==> src/rtl/irq_l2_pkg.sv <==
package irq_l2_pkg;

  localparam int WORD_W = 32;

  // number of set bits in a word
  function automatic int popcount32(input logic [WORD_W-1:0] v);
    int n;
    n = 0;
    for (int i = 0; i < WORD_W; i++) n += int'(v[i]);
    return n;
  endfunction

  // bit index of the n-th set bit, counted upward from bit 0
  function automatic int nth_set_bit(input logic [WORD_W-1:0] v, input int n);
    int seen;
    int idx;
    seen = 0;
    idx  = 0;
    for (int i = 0; i < WORD_W; i++) begin
      if (v[i]) begin
        if (seen == n) idx = i;
        seen++;
      end
    end
    return idx;
  endfunction

endpackage

==> src/rtl/irq_l2_regs.sv <==
module irq_l2_regs
  import irq_l2_pkg::*;
#(
  parameter int            ADDR_W    = 4,
  parameter logic [31:0]   CONN_MASK = 32'h0000_0FFF,
  parameter int            EN_OFS    = 0,
  parameter int            ST_OFS    = 4
) (
  input  logic              clk,
  input  logic              rst_n,
  input  logic [WORD_W-1:0] irq_in,
  input  logic              req_valid,
  input  logic              req_write,
  input  logic [ADDR_W-1:0] req_addr,
  input  logic [WORD_W-1:0] req_wdata,
  output logic [WORD_W-1:0] pend_o,
  output logic [WORD_W-1:0] enable_q,
  output logic [WORD_W-1:0] status_q,
  output logic              rsp_valid,
  output logic [WORD_W-1:0] rsp_rdata
);

  localparam logic [ADDR_W-1:0] EN_A = ADDR_W'(EN_OFS);
  localparam logic [ADDR_W-1:0] ST_A = ADDR_W'(ST_OFS);

  logic              rd_req;
  logic              en_wr;
  logic [WORD_W-1:0] rd_mux;

  // only wired positions can ever be pending
  assign pend_o = irq_in & CONN_MASK;
  assign rd_req = req_valid && !req_write;
  assign en_wr  = req_valid && req_write && (req_addr == EN_A);

  always_comb begin
    if (req_addr == EN_A)      rd_mux = enable_q;
    else if (req_addr == ST_A) rd_mux = status_q;
    else                       rd_mux = '0;
  end

  always_ff @(posedge clk or negedge rst_n) begin
    if (!rst_n) begin
      enable_q  <= '0;
      status_q  <= '0;
      rsp_valid <= 1'b0;
      rsp_rdata <= '0;
    end else begin
      status_q  <= pend_o;
      if (en_wr) enable_q <= req_wdata & CONN_MASK;
      rsp_valid <= rd_req;
      rsp_rdata <= rd_req ? rd_mux : '0;
    end
  end

endmodule

==> src/rtl/irq_l2_or.sv <==
module irq_l2_or
  import irq_l2_pkg::*;
#(
  parameter logic [31:0] MASK = 32'hFFFF_FFFF
) (
  input  logic              clk,
  input  logic              rst_n,
  input  logic [WORD_W-1:0] src,
  input  logic [WORD_W-1:0] enable,
  output logic              irq_q
);

  logic hit;
  assign hit = |(src & enable & MASK);

  always_ff @(posedge clk or negedge rst_n) begin
    if (!rst_n) irq_q <= 1'b0;
    else        irq_q <= hit;
  end

endmodule

==> src/rtl/irq_l2_fwd.sv <==
module irq_l2_fwd
  import irq_l2_pkg::*;
#(
  parameter logic [31:0] FWD_MASK = 32'h0000_0007,
  parameter int          N_FWD    = 3
) (
  input  logic              clk,
  input  logic              rst_n,
  input  logic [WORD_W-1:0] pend,
  output logic [N_FWD-1:0]  fwd_q
);

  for (genvar k = 0; k < N_FWD; k++) begin : g_gate
    localparam int LINE = nth_set_bit(FWD_MASK, k);
    always_ff @(posedge clk or negedge rst_n) begin
      if (!rst_n) fwd_q[k] <= 1'b0;
      else        fwd_q[k] <= pend[LINE];
    end
  end

endmodule

==> src/rtl/irq_l2_aggregator.sv <==
module irq_l2_aggregator
  import irq_l2_pkg::*;
#(
  parameter int                  ADDR_W    = 4,
  parameter int                  N_GRP     = 2,
  parameter logic [N_GRP*32-1:0] GRP_MASK  = {32'h0000_0140, 32'h0000_0EB8},
  parameter logic [31:0]         FWD_MASK  = 32'h0000_0007,
  parameter logic [31:0]         CONN_MASK = 32'h0000_0FFF,
  parameter int                  N_FWD     = popcount32(FWD_MASK)
) (
  input  logic              clk,
  input  logic              rst_n,
  input  logic [31:0]       irq_in,
  input  logic              req_valid,
  input  logic              req_write,
  input  logic [ADDR_W-1:0] req_addr,
  input  logic [31:0]       req_wdata,
  output logic              rsp_valid,
  output logic [31:0]       rsp_rdata,
  output logic [N_GRP-1:0]  grp_irq,
  output logic [N_FWD-1:0]  fwd_irq,
  output logic              wake_irq
);

  logic [WORD_W-1:0] pend;
  logic [WORD_W-1:0] l2_pend;
  logic [WORD_W-1:0] enable_q;
  logic [WORD_W-1:0] status_q;

  irq_l2_regs #(
    .ADDR_W   (ADDR_W),
    .CONN_MASK(CONN_MASK),
    .EN_OFS   (0),
    .ST_OFS   (4)
  ) u_regs (
    .clk      (clk),
    .rst_n    (rst_n),
    .irq_in   (irq_in),
    .req_valid(req_valid),
    .req_write(req_write),
    .req_addr (req_addr),
    .req_wdata(req_wdata),
    .pend_o   (pend),
    .enable_q (enable_q),
    .status_q (status_q),
    .rsp_valid(rsp_valid),
    .rsp_rdata(rsp_rdata)
  );

  // forwarded lines are steered away from the second-level logic
  assign l2_pend = pend & ~FWD_MASK;

  for (genvar g = 0; g < N_GRP; g++) begin : g_grp
    irq_l2_or #(.MASK(GRP_MASK[g*32 +: 32])) u_or (
      .clk   (clk),
      .rst_n (rst_n),
      .src   (l2_pend),
      .enable(enable_q),
      .irq_q (grp_irq[g])
    );
  end

  irq_l2_or #(.MASK(32'hFFFF_FFFF)) u_wake (
    .clk   (clk),
    .rst_n (rst_n),
    .src   (l2_pend),
    .enable(enable_q),
    .irq_q (wake_irq)
  );

  irq_l2_fwd #(.FWD_MASK(FWD_MASK), .N_FWD(N_FWD)) u_fwd (
    .clk  (clk),
    .rst_n(rst_n),
    .pend (pend),
    .fwd_q(fwd_irq)
  );

endmodule

==> config.mk <==
export PLATFORM = sky130hd
export DESIGN_NAME = irq_l2_aggregator
export DESIGN_NICKNAME = d
export VERILOG_FILES = /design/src/rtl/irq_l2_pkg.sv /design/src/rtl/irq_l2_regs.sv /design/src/rtl/irq_l2_or.sv /design/src/rtl/irq_l2_fwd.sv /design/src/rtl/irq_l2_aggregator.sv
export SDC_FILE = /design/constraint.sdc
export NUM_CORES = 1
export LEC_CHECK = 0
export BUFFER_PORTS_ARGS = -buffer_cell sky130_fd_sc_hd__clkbuf_2
export CORE_ASPECT_RATIO = 0.9
export CORE_UTILIZATION = 37
export DETAILED_ROUTE_END_ITERATION = 10
export PLACE_DENSITY = 0.77
export SYNTH_ARGS = -nofsm -noshare
export SYNTH_HDL_FRONTEND = slang
export SYNTH_SLANG_ARGS = --single-unit
==> constraint.sdc <==
create_clock -name clk -period 1.3 [get_ports clk]
set_input_delay 0.065 -clock clk [delete_from_list [all_inputs] [get_ports clk]]
set_output_delay 0.065 -clock clk [all_outputs]
set_load 0.01 [all_outputs]
==> impl_metrics.json, run 1 <==
{
  "outcome": "finished clean",
  "n_antenna_cell": 0,
  "hp-class": "input pin to register",
  "synth_top_family_by_area": "multiplexers",
  "die_h_um": 65.1,
  "synthAdderAreaFrac": 0,
  "syn_area_um2": 1640,
  "drt_first_pass_iters": 5,
  "clock_latency_ns": 0.29,
  "yosys.area_share.simple": 0.0550,
  "fin_area_um2": 2120,
  "fill_cells": 355,
  "initialDrtViolationCount": 64,
  "ir_worst_vdd_uv": 437,
  "post-route-period-util": 0.982,
  "ys_top_cells_by_area": "dfrtp_1 (61%), buf_4 (11%), mux2_4 (9.2%)",
  "ys_warn_count": 0,
  "grt_pass1_vias": 986,
  "num_vias": 1010,
  "critPathCaptureType": "register",
  "areaGrowthSynthToFinish_pct": 29.5,
  "cts.htree.levels": 2,
  "synth_mux_area_frac": 0.179,
  "power_density_nw_per_um2": 1270,
  "yosysTopAreaCell": "dfrtp_1",
  "crit_required_ns": 1.48,
  "num-nets-final": 256,
  "start_kind": "register",
  "fp-row-count": 22,
  "place_congestion": 0.795,
  "critPathKind": "register to register",
  "synth.distinct_cells": 19,
  "rsz0062_at_grt": "true",
  "dieArea_um2": 4700,
  "dpl_cell_area_um2": 1860,
  "total_power_mw": 2.70,
  "die_w_um": 72.1,
  "via_per_inst": 4.12,
  "io_pins": 111,
  "syn_area_per_cell_um2": 14.2,
  "post-route-drc-count": 0,
  "synth_compound_area_frac": 0.0206,
  "hold_ws_ns": 0.00843,
  "grt_max_degree": 23,
  "dpl.hpwl_mm": 1.98,
  "fmax_ghz": 0.783,
  "cap_violations": 0,
  "postRouteAntennaNets": 0,
  "cts_tree": "done",
  "hold_viol_final": 0,
  "drv_slew": 0,
  "initial_core_util": 0.394,
  "totalWireLength_mm": 2.78,
  "cts_max_path_buffers": 2,
  "crit_fanout": 2,
  "yosysSeqAreaShare": 0.611,
  "clk_pin_slew_worst_paths_ns": 0.07,
  "syn-instance-count": 115,
  "grt.total_usage": 0.138,
  "core_um2": 4160,
  "grt_overflow_total": 0,
  "yosysTopAreaCellShare": 0.611,
  "setup_viol": 0,
  "antenna_found_initial": 0,
  "port_buffers": 50,
  "clock_sink_count": 40,
  "timing.final.crit_period_ns": 1.28,
  "grt_pass1_wl_mm": 4.67,
  "synth-seq-cells": 40,
  "fin_skew_ns": 0.00509,
  "drive_gt1_frac": 0.411,
  "p_leak_nw": 1.11,
  "arrival_ns": 1.46,
  "cts_buffers": 5,
  "synthXorXnorAreaFrac": 0,
  "routedWlPerCell_um": 11.4,
  "cts_root_buf": "clkbuf_8"
}
-- cell usage after synthesis --
cell      number
dfrtp_1       40
buf_4         25
mux2i_1       12
nor2_1        12
mux2_4        10
a22oi_1        2
mux2_2         2
a222oi_1       1
a22o_1         1
and4b_4        1
buf_12         1
buf_2          1
clkbuf_1       1
conb_1         1
nand2_1        1
nand3_1        1
nor2b_1        1
nor3_2         1
or2_2          1
-- registers in the layout (all words and copies together) (netlist names) --
signal,cells
u_regs.enable_q,12
u_regs.rsp_rdata,12
u_regs.status_q,12
g_grp.u_or.irq_q,2
u_regs.rsp_valid,1
u_wake.irq_q,1
-- power breakdown --
group / internal (mW) / switching [mW] / total [mW]
logic: 0.267 / 0.184 / 0.451
clock network: 0.432 / 0.389 / 0.821
registers: 1.37 / 0.0624 / 1.43
-- metal layers --
| metal | vias to the layer above | part of all wire | global-route usage |
|---|---|---|---|
| met3 | 6 | 0.056 | 0.0491 |
| met2 | 49 | 0.48 | 0.218 |
| li1 | 473 | - | - |
| met4 | 0 | 0.018 | 0.0735 |
| met1 | 482 | 0.44 | 0.164 |
| met5 | - | 0 | 0 |
-- cell families after synthesis --
family	count (synthesis)
other cells	1
buf+inv	28
flops	40
mux	24
simple gates	18
compound gates	4
-- layout make-up --
| cell class | count | area, um2 | area share |
|---|---|---|---|
| Multi-Input combinational cell | 66 | 494 | 0.233 |
| Sequential cell | 40 | 1000 | 0.472 |
| Clock buffer | 8 | 90.1 | 0.0425 |
| Tap cell | 60 | 75.1 | 0.0354 |
| Timing Repair Buffer | 71 | 460 | 0.217 |
-- worst max-delay path: stages, from the launching register on --
cell and delay (ns):
dfrtp_1 0.38, a222oi_1 0.34, nand3_1 0.20, or2_4 0.26
-- metrics by stage --
step                TNS, ns  worst slack, ns  std cells   util
global route        -0.0987          -0.0987        245  0.510
floorplan                 0            0.116        134      -
CTS                       0           0.0135        244  0.508
finish                    0           0.0229        245  0.510
detailed placement  -0.0726          -0.0726        220  0.448
global placement    -0.0502          -0.0502        220  0.448
-- final timing paths --
check                                               start                              to  slack, ns  cells after the start
max                        u_regs.enable_q[7]$_DFFE_PN0P_          u_wake.irq_q$_DFF_PN0_       0.02                      3
min                                          req_wdata[4]  u_regs.enable_q[4]$_DFFE_PN0P_      0.008                      2
max reg2reg                u_regs.enable_q[7]$_DFFE_PN0P_          u_wake.irq_q$_DFF_PN0_       0.02                      3
min reg2reg                  u_regs.status_q[4]$_DFF_PN0_   u_regs.rsp_rdata[4]$_DFF_PN0_       0.49                      2
max in group asynchronous                           rst_n    u_regs.status_q[3]$_DFF_PN0_       0.56                      3
min in group asynchronous                           rst_n      u_regs.rsp_valid$_DFF_PN0_       0.26                      2
-- cell usage in the layout, fill, tap and decap left out --
cell type,instances
a22o_1,1
a222oi_1,1
mux2i_1,12
clkbuf_2,50
nand3_1,1
nor2_1,12
conb_1,20
or2_4,1
dfrtp_1,40
buf_12,1
nor3_2,1
clkbuf_1,2
mux2_2,2
and4b_4,1
buf_4,4
dlygate4sd3_1,16
clkbuf_8,6
mux2_4,10
nand2_1,1
nor2b_1,1
a22oi_1,2
-- repair_timing --
action | CTS | global route
endpoints found under the setup margin | 1 | 1
setup buffers | 1 | 0
endpoints found under the hold margin | 32 | 1
hold buffers | 15 | 1
gates resized for setup | 1 | 0
pin swaps | 3 | 0
Power figures use the tool's default switching activity.
==> run 2, diff against run 1 <==
--- a/config.mk
+++ b/config.mk
@@ -5,9 +5,10 @@
 export SDC_FILE = /design/constraint.sdc
 export NUM_CORES = 1
 export LEC_CHECK = 0
+export ABC_AREA = 1
 export BUFFER_PORTS_ARGS = -buffer_cell sky130_fd_sc_hd__clkbuf_2
 export CORE_ASPECT_RATIO = 0.9
-export CORE_UTILIZATION = 37
+export CORE_UTILIZATION = 38
 export DETAILED_ROUTE_END_ITERATION = 10
 export PLACE_DENSITY = 0.77
 export SYNTH_ARGS = -nofsm -noshare
==> run 2 against run 1 <==
Compared with the run above: cell area rose by 6.8%; synthesized area increased by 8.5%; largest cell class unchanged; critical path type unchanged; fmax increased by 34%; highest routed layer unchanged; first-iteration DRC count is 69% higher; die area is 5.5% higher.
==> impl_metrics.json, run 2 <==
{
  "outcome": "finished clean",
  "hold_viol_final": 0,
  "cp-startpoint": "u_regs.enable_q[11]$_DFFE_PN0P_",
  "fin_skew_ns": 0.00528,
  "clock_latency_ns": 0.29,
  "grt_pass1_wl_mm": 5.35,
  "synthXorXnorAreaFrac": 0,
  "dp_worst_setup_slack_ns": 0.319,
  "fp-row-count": 23,
  "cap_violations": 0,
  "dpl.hpwl_mm": 2.23,
  "initialDrtViolationCount": 108,
  "total_power_mw": 2.71,
  "rsz0062_at_grt": "false",
  "cts_resized": 0,
  "crit_fanout": 3,
  "place_congestion": 0.769,
  "yosys.area_share.simple": 0.163,
  "die_w_um": 74.1,
  "n_antenna_cell": 0,
  "synth_compound_area_frac": 0.0930,
  "cts_root_buf": "clkbuf_8",
  "timing.rr.start": "u_regs.enable_q[11]$_DFFE_PN0P_",
  "power_density_nw_per_um2": 1200,
  "critPathKind": "register to register",
  "ir_worst_vdd_uv": 452,
  "setup_tns_ns": 0,
  "clock_sink_count": 40,
  "num-nets-final": 314,
  "grt_pass1_vias": 1134,
  "areaGrowthSynthToFinish_pct": 27.5,
  "cts_setup_buffers": 0,
  "setup_viol": 0,
  "dieArea_um2": 4950,
  "routedWlPerCell_um": 10.8,
  "dpl_cell_area_um2": 1940,
  "fmax_ghz": 1.05,
  "min_from": "req_wdata[9]",
  "hp-class": "input pin to register",
  "antenna_found_initial": 0,
  "cts_buffers": 5,
  "fin_area_um2": 2260,
  "syn-instance-count": 172,
  "syn_area_um2": 1780,
  "cts_hold_repair.buffers": 23,
  "core_um2": 4460,
  "final_cell_mix": "clkbuf_2 (50), dfrtp_1 (40), nand3_1 (26), nand2_1 (25), dlygate4sd3_1 (23)",
  "placed_cells": 274,
  "top_regs": "u_regs.enable_q: 12 flops, u_regs.rsp_rdata: 12 flops, u_regs.status_q: 12 flops",
  "port_buffers": 50,
  "p_leak_nw": 1.18,
  "hold_ws_ns": 0.00137,
  "arrival_ns": 1.12,
  "die_h_um": 66.9,
  "ys_top_cells_by_area": "dfrtp_1 (56%), buf_4 (11%), nand3_1 (7.3%)",
  "synth.top_cells.by_count": "dfrtp_1 (40), buf_4 (26), nand3_1 (26)",
  "ff2ff_setup_slack_ns": 0.35,
  "start_kind": "register",
  "cts.htree.levels": 2,
  "cts_tree": "done",
  "synth.distinct_cells": 16,
  "yosys.cell_count.top_type": "dfrtp_1",
  "synth_edf_count": 0,
  "cts_max_path_buffers": 2,
  "mostFrequentLayoutCell": "clkbuf_2",
  "yosys_most_used_dff": "dfrtp_1",
  "yosysSeqAreaShare": 0.563,
  "num_vias": 1283,
  "syn_area_per_cell_um2": 10.3,
  "final_cells": 305,
  "setup_ws_ns": 0.348,
  "synthAdderAreaFrac": 0,
  "ys_warn_count": 0,
  "grt_overflow_total": 0,
  "synthArstFlopShare": 1.00,
  "io_pins": 111,
  "clk_pin_slew_worst_paths_ns": 0.07,
  "yosysTopAreaCellShare": 0.563,
  "synth_mux_area_frac": 0,
  "drv_slew": 0,
  "grt_max_degree": 41,
  "crit_required_ns": 1.47,
  "finish.utilization": 0.508,
  "totalWireLength_mm": 3.31,
  "post-route-period-util": 0.732,
  "timing.final.crit_period_ns": 0.952,
  "critPathCaptureType": "register",
  "via_per_inst": 4.21,
  "synth_top_family_by_area": "buffers and inverters",
  "synth-seq-cells": 40,
  "postRouteAntennaNets": 0,
  "drt_first_pass_iters": 4,
  "drive_gt1_frac": 0.321,
  "grt.total_usage": 0.150,
  "post-route-drc-count": 0,
  "yosysTopAreaCell": "dfrtp_1",
  "initial_core_util": 0.398
}
[run 2: cell types whose count changed in the layout (fill, tap and decap cells not counted), moves of 7 or more]
cell           previous run  this run
a21oi_1                   0        12
dlygate4sd3_1            16        23
inv_1                     0        16
mux2_4                   10         0
mux2i_1                  12         0
nand2_1                   1        25
nand3_1                   1        26
nor2_1                   12         2
o21ai_2                   0        12
[run 2: layout make-up]
type	count	area [um2]
timing repair buffer	76	503
clock inverter	2	10.0
clock buffer	6	82.6
multi-input combinational	103	531
sequential	40	1000
tap	62	77.6
inverter	16	60.1
fill	410	2200
[run 2: logic make-up (layout without fill, tap and decap cells)]
| group | count (synthesis) | in the layout |
|---|---|---|
| buffers and inverters | 48 | 100 |
| and+or+nand+nor | 59 | 59 |
| AOI/OAI and AO/OA | 24 | 24 |
| DFF | 40 | 40 |
| other | 1 | 20 |
[run 2: worst paths after layout]
| path | end | depth (start not counted) |
|---|---|---|
| worst max-delay path | g_grp[0].u_or.irq_q$_DFF_PN0_ | 4 |
| worst min-delay path | u_regs.enable_q[9]$_DFFE_PN0P_ | 3 |
| worst max register to register | g_grp[0].u_or.irq_q$_DFF_PN0_ | 4 |
| worst min register to register | u_regs.enable_q[1]$_DFFE_PN0P_ | 2 |
| max in group asynchronous | u_regs.status_q[11]$_DFF_PN0_ | 3 |
| min in group asynchronous | u_regs.rsp_rdata[8]$_DFF_PN0_ | 3 |
[run 2: worst max-delay path, cell delays in order (launching register included)]
cell and delay, ns:
dfrtp_1 0.42, nand2_1 0.08, nand3_1 0.07, nor2_1 0.15, nand3_1 0.11
[run 2: metal layers]
| layer | vias to the layer above | share of wire | global-route usage | wire length, um |
|---|---|---|---|---|
| li1 | 644 | - | - | - |
| met1 | 589 | 0.43 | 0.197 | 1440 |
| met2 | 44 | 0.48 | 0.217 | 1590 |
| met3 | 6 | 0.057 | 0.0484 | 190 |
| met4 | 0 | 0.026 | 0.0865 | 85 |
| met5 | - | 0 | 0 | 0 |
[run 2: power breakdown]
| part | internal, mW | switching (mW) |
|---|---|---|
| clock network | 0.423 | 0.407 |
| logic | 0.188 | 0.241 |
| registers | 1.36 | 0.0838 |
